$ cat config.mk
export PLATFORM = sky130hd
export DESIGN_NAME = tick_timer
export DESIGN_NICKNAME = d
export VERILOG_FILES = /design/src/rtl/tick_timer_pkg.sv /design/src/rtl/tick_decode.sv /design/src/rtl/tick_chan.sv /design/src/rtl/tick_timer.sv
export SDC_FILE = /design/constraint.sdc
export NUM_CORES = 1
export LEC_CHECK = 0
export BUFFER_PORTS_ARGS = -buffer_cell sky130_fd_sc_hd__buf_2
export CAP_MARGIN = 0
export CORE_MARGIN = 2
export CORE_UTILIZATION = 67
export DETAILED_ROUTE_END_ITERATION = 10
export GPL_TIMING_DRIVEN = 1
export PLACE_DENSITY = 0.86
export SLEW_MARGIN = 20
export SYNTH_ARGS = -nofsm -noshare
export SYNTH_HDL_FRONTEND = slang
export SYNTH_SLANG_ARGS = --single-unit
$ cat constraint.sdc
create_clock -name clk_i -period 8.5 [get_ports clk_i]
set_clock_uncertainty 0.05 [all_clocks]
set_input_delay 0.85 -clock clk_i [delete_from_list [all_inputs] [get_ports clk_i]]
set_output_delay 0.85 -clock clk_i [all_outputs]
set_load 0.01 [all_outputs]
$ cat src/rtl/tick_timer_pkg.sv
package tick_timer_pkg;
  localparam int unsigned DW     = 32;
  localparam int unsigned AW     = 12;
  localparam int unsigned CTL_W  = 3;

  typedef enum logic [1:0] {
    REG_LOAD = 2'd0,
    REG_CNT  = 2'd1,
    REG_CTL  = 2'd2,
    REG_FLG  = 2'd3
  } reg_sel_e;

  typedef struct packed {
    logic link;
    logic ie;
    logic run;
  } ctl_t;

  localparam int unsigned STOP_BIT = 1;
endpackage

$ cat src/rtl/tick_decode.sv
module tick_decode
  import tick_timer_pkg::*;
#(
  parameter int unsigned NCH = 4
) (
  input  logic [AW-1:0]  addr_i,
  input  logic           we_i,
  output logic           glb_hit_o,
  output logic           glb_wr_o,
  output logic           ch_hit_o,
  output logic [3:0]     ch_idx_o,
  output reg_sel_e       reg_sel_o,
  output logic [NCH-1:0] ld_wr_o,
  output logic [NCH-1:0] ctl_wr_o,
  output logic [NCH-1:0] flg_wr_o
);
  logic win;

  assign glb_hit_o = (addr_i == '0);
  assign glb_wr_o  = glb_hit_o & we_i;
  assign win       = (addr_i[11:8] == 4'h1) && (addr_i[1:0] == 2'b00);
  assign ch_idx_o  = addr_i[7:4];
  assign ch_hit_o  = win && (32'(ch_idx_o) < NCH);
  assign reg_sel_o = reg_sel_e'(addr_i[3:2]);

  for (genvar g = 0; g < NCH; g++) begin : g_sel
    logic hit;
    assign hit         = ch_hit_o && we_i && (32'(ch_idx_o) == g);
    assign ld_wr_o[g]  = hit && (reg_sel_o == REG_LOAD);
    assign ctl_wr_o[g] = hit && (reg_sel_o == REG_CTL);
    assign flg_wr_o[g] = hit && (reg_sel_o == REG_FLG);
  end
endmodule

$ cat src/rtl/tick_chan.sv
module tick_chan
  import tick_timer_pkg::*;
#(
  parameter bit HAS_PREV = 1'b1
) (
  input  logic          clk_i,
  input  logic          rst_ni,
  input  logic          stop_i,
  input  logic          prev_to_i,
  input  logic          ld_wr_i,
  input  logic          ctl_wr_i,
  input  logic          flg_wr_i,
  input  logic [DW-1:0] wdata_i,
  output logic [DW-1:0] load_o,
  output logic [DW-1:0] cnt_o,
  output ctl_t          ctl_o,
  output logic          flag_o,
  output logic          to_o,
  output logic          irq_o
);
  logic [DW-1:0] load_q, cnt_q;
  ctl_t          ctl_q, ctl_d;
  logic          flag_q;
  logic          step, linked, start, clr;

  assign ctl_d  = ctl_t'(wdata_i[CTL_W-1:0]);
  assign linked = HAS_PREV && ctl_q.link;
  assign step   = ctl_q.run && !stop_i && (linked ? prev_to_i : 1'b1);
  assign to_o   = step && (cnt_q == '0);
  assign start  = ctl_wr_i && ctl_d.run && !ctl_q.run;
  assign clr    = flg_wr_i && wdata_i[0];

  always_ff @(posedge clk_i or negedge rst_ni) begin
    if (!rst_ni) begin
      load_q <= '0;
      ctl_q  <= '0;
    end else begin
      if (ld_wr_i)  load_q <= wdata_i;
      if (ctl_wr_i) ctl_q  <= ctl_d;
    end
  end

  always_ff @(posedge clk_i or negedge rst_ni) begin
    if (!rst_ni)      cnt_q <= '0;
    else if (start)   cnt_q <= load_q;
    else if (to_o)    cnt_q <= load_q;
    else if (step)    cnt_q <= cnt_q - 1'b1;
  end

  // set wins over a same-cycle clear
  always_ff @(posedge clk_i or negedge rst_ni) begin
    if (!rst_ni)   flag_q <= 1'b0;
    else if (to_o) flag_q <= 1'b1;
    else if (clr)  flag_q <= 1'b0;
  end

  assign load_o = load_q;
  assign cnt_o  = cnt_q;
  assign ctl_o  = ctl_q;
  assign flag_o = flag_q;
  assign irq_o  = flag_q && ctl_q.ie;


  reload_on_zero_chk: assert property (@(posedge clk_i) disable iff (!rst_ni)
    (to_o && !start && !ld_wr_i) |=> (cnt_q == $past(load_q)) && flag_q);

  flag_sticky_chk: assert property (@(posedge clk_i) disable iff (!rst_ni)
    (flag_q && !(flg_wr_i && wdata_i[0])) |=> flag_q);

  stop_hold_chk: assert property (@(posedge clk_i) disable iff (!rst_ni)
    (stop_i && !ctl_wr_i) |=> $stable(cnt_q));

  load_no_touch_chk: assert property (@(posedge clk_i) disable iff (!rst_ni)
    (ld_wr_i && !step && !ctl_wr_i) |=> $stable(cnt_q));
endmodule

$ cat src/rtl/tick_timer.sv
module tick_timer
  import tick_timer_pkg::*;
#(
  parameter int unsigned NCH = 4
) (
  input  logic           clk_i,
  input  logic           rst_ni,
  input  logic [11:0]    addr_i,
  input  logic           we_i,
  input  logic [31:0]    wdata_i,
  output logic [31:0]    rdata_o,
  output logic [NCH-1:0] irq_o,
  output logic           irq_any_o
);
  logic           glb_hit, glb_wr, ch_hit, stop_q;
  logic [3:0]     ch_idx;
  reg_sel_e       reg_sel;
  logic [NCH-1:0] ld_wr, ctl_wr, flg_wr, to, flag;
  logic [DW-1:0]  load [NCH];
  logic [DW-1:0]  cnt  [NCH];
  ctl_t           ctl  [NCH];

  tick_decode #(.NCH(NCH)) u_dec (
    .addr_i, .we_i,
    .glb_hit_o(glb_hit), .glb_wr_o(glb_wr), .ch_hit_o(ch_hit),
    .ch_idx_o(ch_idx), .reg_sel_o(reg_sel),
    .ld_wr_o(ld_wr), .ctl_wr_o(ctl_wr), .flg_wr_o(flg_wr)
  );

  always_ff @(posedge clk_i or negedge rst_ni) begin
    if (!rst_ni)     stop_q <= 1'b0;
    else if (glb_wr) stop_q <= wdata_i[STOP_BIT];
  end

  for (genvar g = 0; g < NCH; g++) begin : g_ch
    logic prev_to;
    if (g == 0) begin : g_head
      assign prev_to = 1'b0;
    end else begin : g_link
      assign prev_to = to[g-1];
    end
    tick_chan #(.HAS_PREV(g != 0)) u_ch (
      .clk_i, .rst_ni, .stop_i(stop_q), .prev_to_i(prev_to),
      .ld_wr_i(ld_wr[g]), .ctl_wr_i(ctl_wr[g]), .flg_wr_i(flg_wr[g]),
      .wdata_i, .load_o(load[g]), .cnt_o(cnt[g]), .ctl_o(ctl[g]),
      .flag_o(flag[g]), .to_o(to[g]), .irq_o(irq_o[g])
    );
  end

  assign irq_any_o = |irq_o;

  always_comb begin
    rdata_o = '0;
    if (glb_hit) rdata_o[STOP_BIT] = stop_q;
    for (int i = 0; i < NCH; i++) begin
      if (ch_hit && 32'(ch_idx) == i) begin
        unique case (reg_sel)
          REG_LOAD: rdata_o = load[i];
          REG_CNT:  rdata_o = cnt[i];
          REG_CTL:  rdata_o = {{(DW-CTL_W){1'b0}}, ctl[i]};
          REG_FLG:  rdata_o = {{(DW-1){1'b0}}, flag[i]};
        endcase
      end
    end
  end


  link_step_chk: assert property (@(posedge clk_i) disable iff (!rst_ni)
    (ctl[1].run && ctl[1].link && !to[0] && !ctl_wr[1]) |=> $stable(cnt[1]));

  irq_flag_chk: assert property (@(posedge clk_i) disable iff (!rst_ni)
    irq_o[0] |-> flag[0]);
endmodule

==> results_dict.tcl, run 1 <==
set metrics [dict create \
    grtUsageTotal_pct 41.0 \
    avgSynthCellArea_sq_um 9.79 \
    drt-vias-per-instance 7.31 \
    finalSetupTns_ns 0 \
    report.final.slew_viol_count 0 \
    grt_util_met1_pct 56.6 \
    p_leak_uw 0.00804 \
    place_hpwl_microns 36700 \
    p_int_uw 2420 \
    grt_remaining_overflow 0 \
    num_io_pins 84 \
    grt_pass1_vias 13700 \
    die_h_microns 159 \
    critical_path.max_fanout 14 \
    power_density_mw_per_mm2 201 \
    cts_resized 0 \
    grt_max_degree 157 \
    grt_pass1_wl_microns 81700 \
    max_slew.worst_pin.slew_ns 1.15 \
    p_clk_share_pct 37.9 \
    setup_viol 0 \
    swShare_pct 31.9 \
    hold_violations 0 \
    syn_inst 1653 \
    critPathKind "reg2reg" \
    synth-edff-count 0 \
    syn_nets 1706 \
    cts_root_buf "clkbuf_16" \
    vias 14700 \
    die_area_sq_mm 0.0254 \
    pwr-share-seq_pct 43.9 \
    cp.arrival_ns 5.12 \
    async_flop_share_pct 100 \
    use_met3_pct 10.4 \
    start_kind "flip-flop" \
    synth_cell_types 75 \
    layout-drive-gt1-share_pct 19.9 \
    p_sw_uw 1130 \
    cts_buffers 29 \
    nets 1716 \
    htreeDepth 1 \
    drv_cap 0 \
    yosysWarnings 0 \
    antenna_found_initial 2 \
    clock_sinks 273 \
    total_power_uw 3560 \
    initial_utilization_pct 68.5 \
    synth_area_sq_mm 0.0162 \
    postCtsSetupRepairBufs 0 \
    clkLatencyLatePin_ns 0.57 \
    cp-end-kind "flip-flop" \
    cp.required_ns 8.83 \
    relSlewSlack_pct 23.2 \
    wirelength_microns 53300 \
    synth-seq-cells 273 \
    power_frac_comb_pct 18.1 \
    fillers 1651 \
    busiest_layer "met2" \
    drtIter0Drc 2084 \
    finalCriticalPeriod_ns 4.78 \
    cts_hold_buffers 0 \
    status "finished clean" \
    grtUsageMet2_pct 62.7 \
    drc 0 \
    hold_path_class "in2async" \
    final_antenna_net_count 0 \
    io_buffer_count 83 \
    die_w_microns 159 \
    clk_pin_slew_ns 0.06 \
    cts_tree "done" \
    placementRows 56 \
    rsz0062_at_grt "no" \
    syn_to_final_growth_pct 9.62 \
    ys_seq_area_share_pct 42.2 \
    synth_flop_cell "dfrtp_1" \
    fin_crit_sh_pct 56.3 \
    vdd_ir_drop_max_mv 0.195 \
    coreArea_sq_mm 0.0236 \
    clockBufferDepth 3 \
    routabilityCongestion 0.982 \
    fmax_mhz 209 \
    wl_per_cell_microns 26.5 \
    dr.pass1.iters 8 \
]
==> synthesized netlist by cell type (all sizes together) (4+ instances only) <==
cell type | number | area (sq um)
o2bb2ai | 20 | 175
or3 | 21 | 136
dfrtp | 273 | 6830
o31a | 4 | 35.0
ha | 6 | 75.1
o31ai | 9 | 72.6
buf | 30 | 178
nor4 | 46 | 337
a31oi | 13 | 81.3
o311ai | 6 | 52.6
nor2b | 8 | 50.1
a32oi | 4 | 35.0
nor2 | 126 | 473
o21ai | 141 | 713
o22a | 30 | 263
mux2i | 159 | 1590
and4 | 5 | 43.8
nand2 | 105 | 394
o22ai | 9 | 56.3
a311oi | 5 | 43.8
o211ai | 12 | 95.1
or2 | 11 | 68.8
mux2 | 138 | 1550
nand4 | 17 | 113
a211oi | 9 | 67.6
nand2b | 11 | 68.8
o21a | 8 | 60.1
nor3 | 72 | 372
a21oi | 74 | 370
nor3b | 9 | 67.6
clkbuf | 93 | 350
a22oi | 18 | 135
o221ai | 30 | 263
inv | 35 | 131
nand3 | 28 | 140
or4 | 15 | 124
mux4 | 6 | 135
a221o | 5 | 50.1
and2 | 6 | 37.5
o41ai | 4 | 50.1
==> placed cells by master, fill, tap and decap left out, types with 12 or more instances in the layout <==
| cell type | instances |
|---|---|
| clkbuf_16 | 29 |
| nand4_1 | 16 |
| o22a_1 | 30 |
| or4_1 | 12 |
| mux2_2 | 138 |
| nor4_1 | 41 |
| buf_2 | 81 |
| or3_1 | 20 |
| o221ai_1 | 30 |
| a22oi_1 | 18 |
| nand3_1 | 28 |
| nor2_1 | 122 |
| a21oi_1 | 74 |
| buf_4 | 16 |
| mux2i_1 | 159 |
| o2bb2ai_1 | 20 |
| dfrtp_1 | 273 |
| nand2_1 | 105 |
| a31oi_1 | 13 |
| nor3_1 | 71 |
| o21ai_0 | 135 |
| inv_1 | 35 |
==> logic make-up after synthesis <==
| kind of cell | share of synthesized area (%) |
|---|---|
| fa+ha+maj | 0.464 |
| compound gates | 17.3 |
| xor+xnor | 0.0541 |
| simple gates | 15.7 |
| flops | 42.2 |
| buf+inv | 4.07 |
| mux | 20.3 |
==> worst max-delay path, stage by stage, from the launching register on <==
cell and delay, ns:
dfrtp_1 0.46, or4_1 0.72, nor4_4 0.63, nand4_2 0.45, o32a_4 0.49, o41ai_4 1.02
buf_4 0.43, mux2i_1 0.24, o22ai_1 0.10
==> registers in the layout (all words and copies together) (netlist names) <==
| register | count |
|---|---|
| g_ch.u_ch.ctl_o | 9 |
| g_ch.u_ch.load_o | 128 |
| g_ch.u_ch.flag_o | 4 |
| stop_q | 1 |
| g_ch.u_ch.cnt_o | 128 |
| g_ch.u_ch.linked | 3 |
==> path summary, 6_finish.rpt <==
check	to	cells after the start	slack [ns]	startpoint
worst min register to register	g_ch[0].u_ch.ctl_o[2]	1	0.47	g_ch[0].u_ch.ctl_o[2]
worst min-delay path	g_ch[1].u_ch.cnt_o[0]	1	0.27	rst_ni
worst max register to register	g_ch[2].u_ch.cnt_o[5]	8	3.72	g_ch[1].u_ch.cnt_o[14]
max in group asynchronous	g_ch[2].u_ch.load_o[16]	2	6.74	rst_ni
worst max-delay path	g_ch[2].u_ch.cnt_o[5]	8	3.72	g_ch[1].u_ch.cnt_o[14]
min in group clk_i	g_ch[0].u_ch.ctl_o[2]	1	0.47	g_ch[0].u_ch.ctl_o[2]
==> metrics by stage <==
step                      cell area (sq um)  setup slack [ns]  cells  hold slack (ns)  util (%)
final                                 17700              3.72   2008            0.274      75.1
after global routing                  17700              3.58   2004            0.363      75.1
after CTS                             17700              3.83   2002            0.351      74.9
after detailed placement              16700              3.86   1949            0.459      70.6
after global placement                16700              3.95   1948            0.447      70.6
after floorplan                       16200              4.62   1653            0.419         -
==> routing by layer <==
layer,vias to the layer above,part of all wire (%)
met1,7176,38
met3,213,13
met4,2,5.0
met2,1046,44
li1,6238,-
met5,-,0.024
==> power by group through the flow <==
stage	sequential, uW	combinational [uW]	clock [uW]
detailed placement	1570	616	0
CTS	1550	625	1350
global route	1570	695	1400
finish	1560	646	1350
global placement	1570	590	0
floorplan	1490	449	0
==> final cells by class <==
class	count	area, sq um	area share, %
well taps	319	399	2.25
inverters	35	131	0.741
clock inverters	15	184	1.04
multi-input cells	1222	8740	49.3
flip-flops and latches	273	6830	38.5
repair buffers	102	619	3.49
diodes	4	10.0	0.0564
clock buffers	38	820	4.62
Note: power is estimated with default switching activity, not from simulation.
==> inputs of run 2 (changes only) <==
- ABC_AREA: default -> 1
- CORE_UTILIZATION: 67 -> 63
- PLACE_DENSITY: 0.86 -> 0.82
- clock period: 8.5 -> 4.8 ns (I/O delays scaled with it)
==> run 2 against run 1 <==
- register-to-register slack worse by 2.5 ns
- first-iteration DRC count up 21%
- synthesized cell count up 41%
- clock power up 82%
- worst hold slack worse by 0.14 ns
- critical endpoint is now rdata_o[21]
- largest cell class unchanged
- largest power group unchanged
==> results_dict.tcl, run 2 <==
set metrics [dict create \
    status "finished clean" \
    synth.top_cell.area_share_pct 40.4 \
    cp.required_ns 4.27 \
    hold_violations 0 \
    hold_path_class "in2reg" \
    final_cell_mix "nand2_1 (487), inv_1 (319), o21ai_0 (291)" \
    syn_nets 2388 \
    synth_flop_cell "dfrtp_1" \
    preCtsSetupSlack_ns 1.05 \
    routabilityCongestion 0.985 \
    grt_max_degree 99 \
    swShare_pct 28.8 \
    synth-seq-cells 273 \
    io_buffer_count 83 \
    drt-vias-per-instance 6.26 \
    htreeDepth 1 \
    grt_remaining_overflow 0 \
    holdCritStartpoint "wdata_i[1]" \
    finalSetupTns_ns 0 \
    cts_tree "done" \
    postCtsSetupRepairBufs 0 \
    yosysWarnings 0 \
    vias 17000 \
    place_hpwl_microns 40700 \
    final_common_cell "nand2_1" \
    setup_viol 0 \
    nets 2403 \
    startpoint "addr_i[1]" \
    initial_utilization_pct 64.5 \
    synth_commonest_cells "nand2_1 (488), inv_1 (320), o21ai_0 (291)" \
    antenna_found_initial 0 \
    synth-edff-count 0 \
    fmax_mhz 254 \
    p_sw_uw 1670 \
    max_slew.worst_pin.slew_ns 1.15 \
    placed_area_sq_mm 0.0174 \
    cts_buffers 31 \
    cp.arrival_ns 3.40 \
    drc 0 \
    syn_to_final_growth_pct 9.32 \
    drv_cap 0 \
    drtIter0Drc 2512 \
    final_antenna_net_count 0 \
    p_clk_share_pct 42.3 \
    die_h_microns 168 \
    reg2reg_to "g_ch[1].u_ch.cnt_o[31]" \
    syn_inst 2335 \
    reg2reg_depth 11 \
    start_kind "input pin" \
    synth_area_leaders "dfrtp_1 (40%), nand2_1 (11%), o21ai_0 (8.6%), inv_1 (7.1%), nand3_1 (5.8%)" \
    grt_pass1_vias 15900 \
    total_power_uw 5810 \
    coreArea_sq_mm 0.0262 \
    die_w_microns 168 \
    synth_area_sq_mm 0.0169 \
    cp-end-kind "primary output" \
    fillers 2181 \
    clkLatencyLatePin_ns 0.57 \
    clk_pin_slew_ns 0.06 \
    cts_root_buf "clkbuf_16" \
    wl_per_cell_microns 21.0 \
    hold_end "stop_q" \
    power_frac_comb_pct 12.8 \
    clock_sinks 273 \
    ys_seq_area_share_pct 40.4 \
    rsz0062_at_grt "no" \
    finalCriticalPeriod_ns 3.93 \
    critPathKind "in2out" \
    setup_ws_ns 0.868 \
    power_density_mw_per_mm2 314 \
    design_area_sq_mm 0.0185 \
    grtUsageTotal_pct 40.5 \
    reg2reg_slack_ns 1.17 \
    placementRows 59 \
    dr.pass1.iters 6 \
    relSlewSlack_pct 23.3 \
    fin_crit_sh_pct 81.9 \
    clockBufferDepth 3 \
    min_delay_path_depth 3 \
    p_leak_uw 0.00818 \
    critical_path.max_fanout 29 \
    pwr-share-seq_pct 44.9 \
    num_io_pins 84 \
    reg2reg_from "g_ch[0].u_ch.cnt_o[17]" \
    async_flop_share_pct 100 \
    layout-drive-gt1-share_pct 8.55 \
    avgSynthCellArea_sq_um 7.24 \
    p_int_uw 4140 \
    wirelength_microns 56900 \
    grt_pass1_wl_microns 89500 \
    yosysMostFrequentCell "nand2_1" \
    vdd_ir_drop_max_mv 0.329 \
    yosysTopAreaCell "dfrtp_1" \
    die_area_sq_mm 0.0282 \
    fin_util_pct 70.5 \
    synth_cell_types 45 \
    report.final.slew_viol_count 0 \
]
[run 2: power by group through the flow]
| stage | combinational [uW] | clock [uW] | sequential (uW) |
|---|---|---|---|
| global placement | 701 | 0 | 2640 |
| detailed placement | 720 | 0 | 2640 |
| floorplan | 486 | 0 | 2600 |
| CTS | 727 | 2460 | 2600 |
| global route | 826 | 2540 | 2620 |
| finish | 742 | 2460 | 2610 |
[run 2: repair_timing]
| action | 4_1_cts | 5_1_grt |
|---|---|---|
| gates resized for setup | 0 | 0 |
| hold buffers | 1 | 0 |
| endpoints found under the hold margin | 95 | 0 |
[run 2: metal layers]
metal	GRT usage, %	share of wire [%]	vias up
met4	20.0	5.9	0
met2	60.4	43	1022
met3	5.76	9.7	181
met1	58.3	41	7977
met5	0	0	-
li1	-	-	7775
[run 2: worst max-delay path, stage by stage]
cell and delay [ns]:
buf_2 0.10, nor2_1 0.15, nand2_1 0.11, nor4_4 0.23, buf_4 0.36, nand2_2 0.15
inv_1 0.85, nand2_1 0.18, nand3_1 0.15, o21ai_0 0.16, a21oi_1 0.27, buf_2 0.18
[run 2: area by class of cell]
cell class | count | area (sq um) | share of cell area [%]
multi-input combinational | 1607 | 8300 | 44.9
sequential | 273 | 6830 | 37.0
inverter | 329 | 1240 | 6.71
clock buffer | 42 | 887 | 4.80
timing repair buffer | 108 | 641 | 3.47
tap | 335 | 419 | 2.27
clock inverter | 15 | 164 | 0.887
antenna | 1 | 2.50 | 0.0135
[run 2: logic make-up (layout without fill, tap and decap cells)]
group	count (synthesis)	in the layout	share of synthesized area (%)
AOI/OAI and AO/OA	543	543	18.4
xor gates and xnor gates	109	109	5.65
adders and majority gates	6	6	0.444
buffers and inverters	455	494	10.9
DFF	273	273	40.4
other	0	1	0
and+or+nand+nor	949	949	24.2
[run 2: worst max-delay path by stage]
stage                        to  slack (ns)  cells past startpoint
floorplan           rdata_o[18]        2.32                     11
global placement    rdata_o[21]        1.06                     12
detailed placement  rdata_o[21]        1.05                     12
CTS                 rdata_o[21]        1.06                     12
global route         rdata_o[8]        0.83                     12
finish              rdata_o[21]        0.87                     12
[run 2: metrics by stage]
| stage | std cells | hold slack [ns] |
|---|---|---|
| 2_1_floorplan | 2335 | 0.134 |
| 3_3_place_gp | 2651 | 0.415 |
| 3_5_place_dp | 2651 | 0.423 |
| 4_1_cts | 2709 | 0.118 |
| 5_1_grt | 2709 | 0.140 |
| 6_report | 2710 | 0.132 |
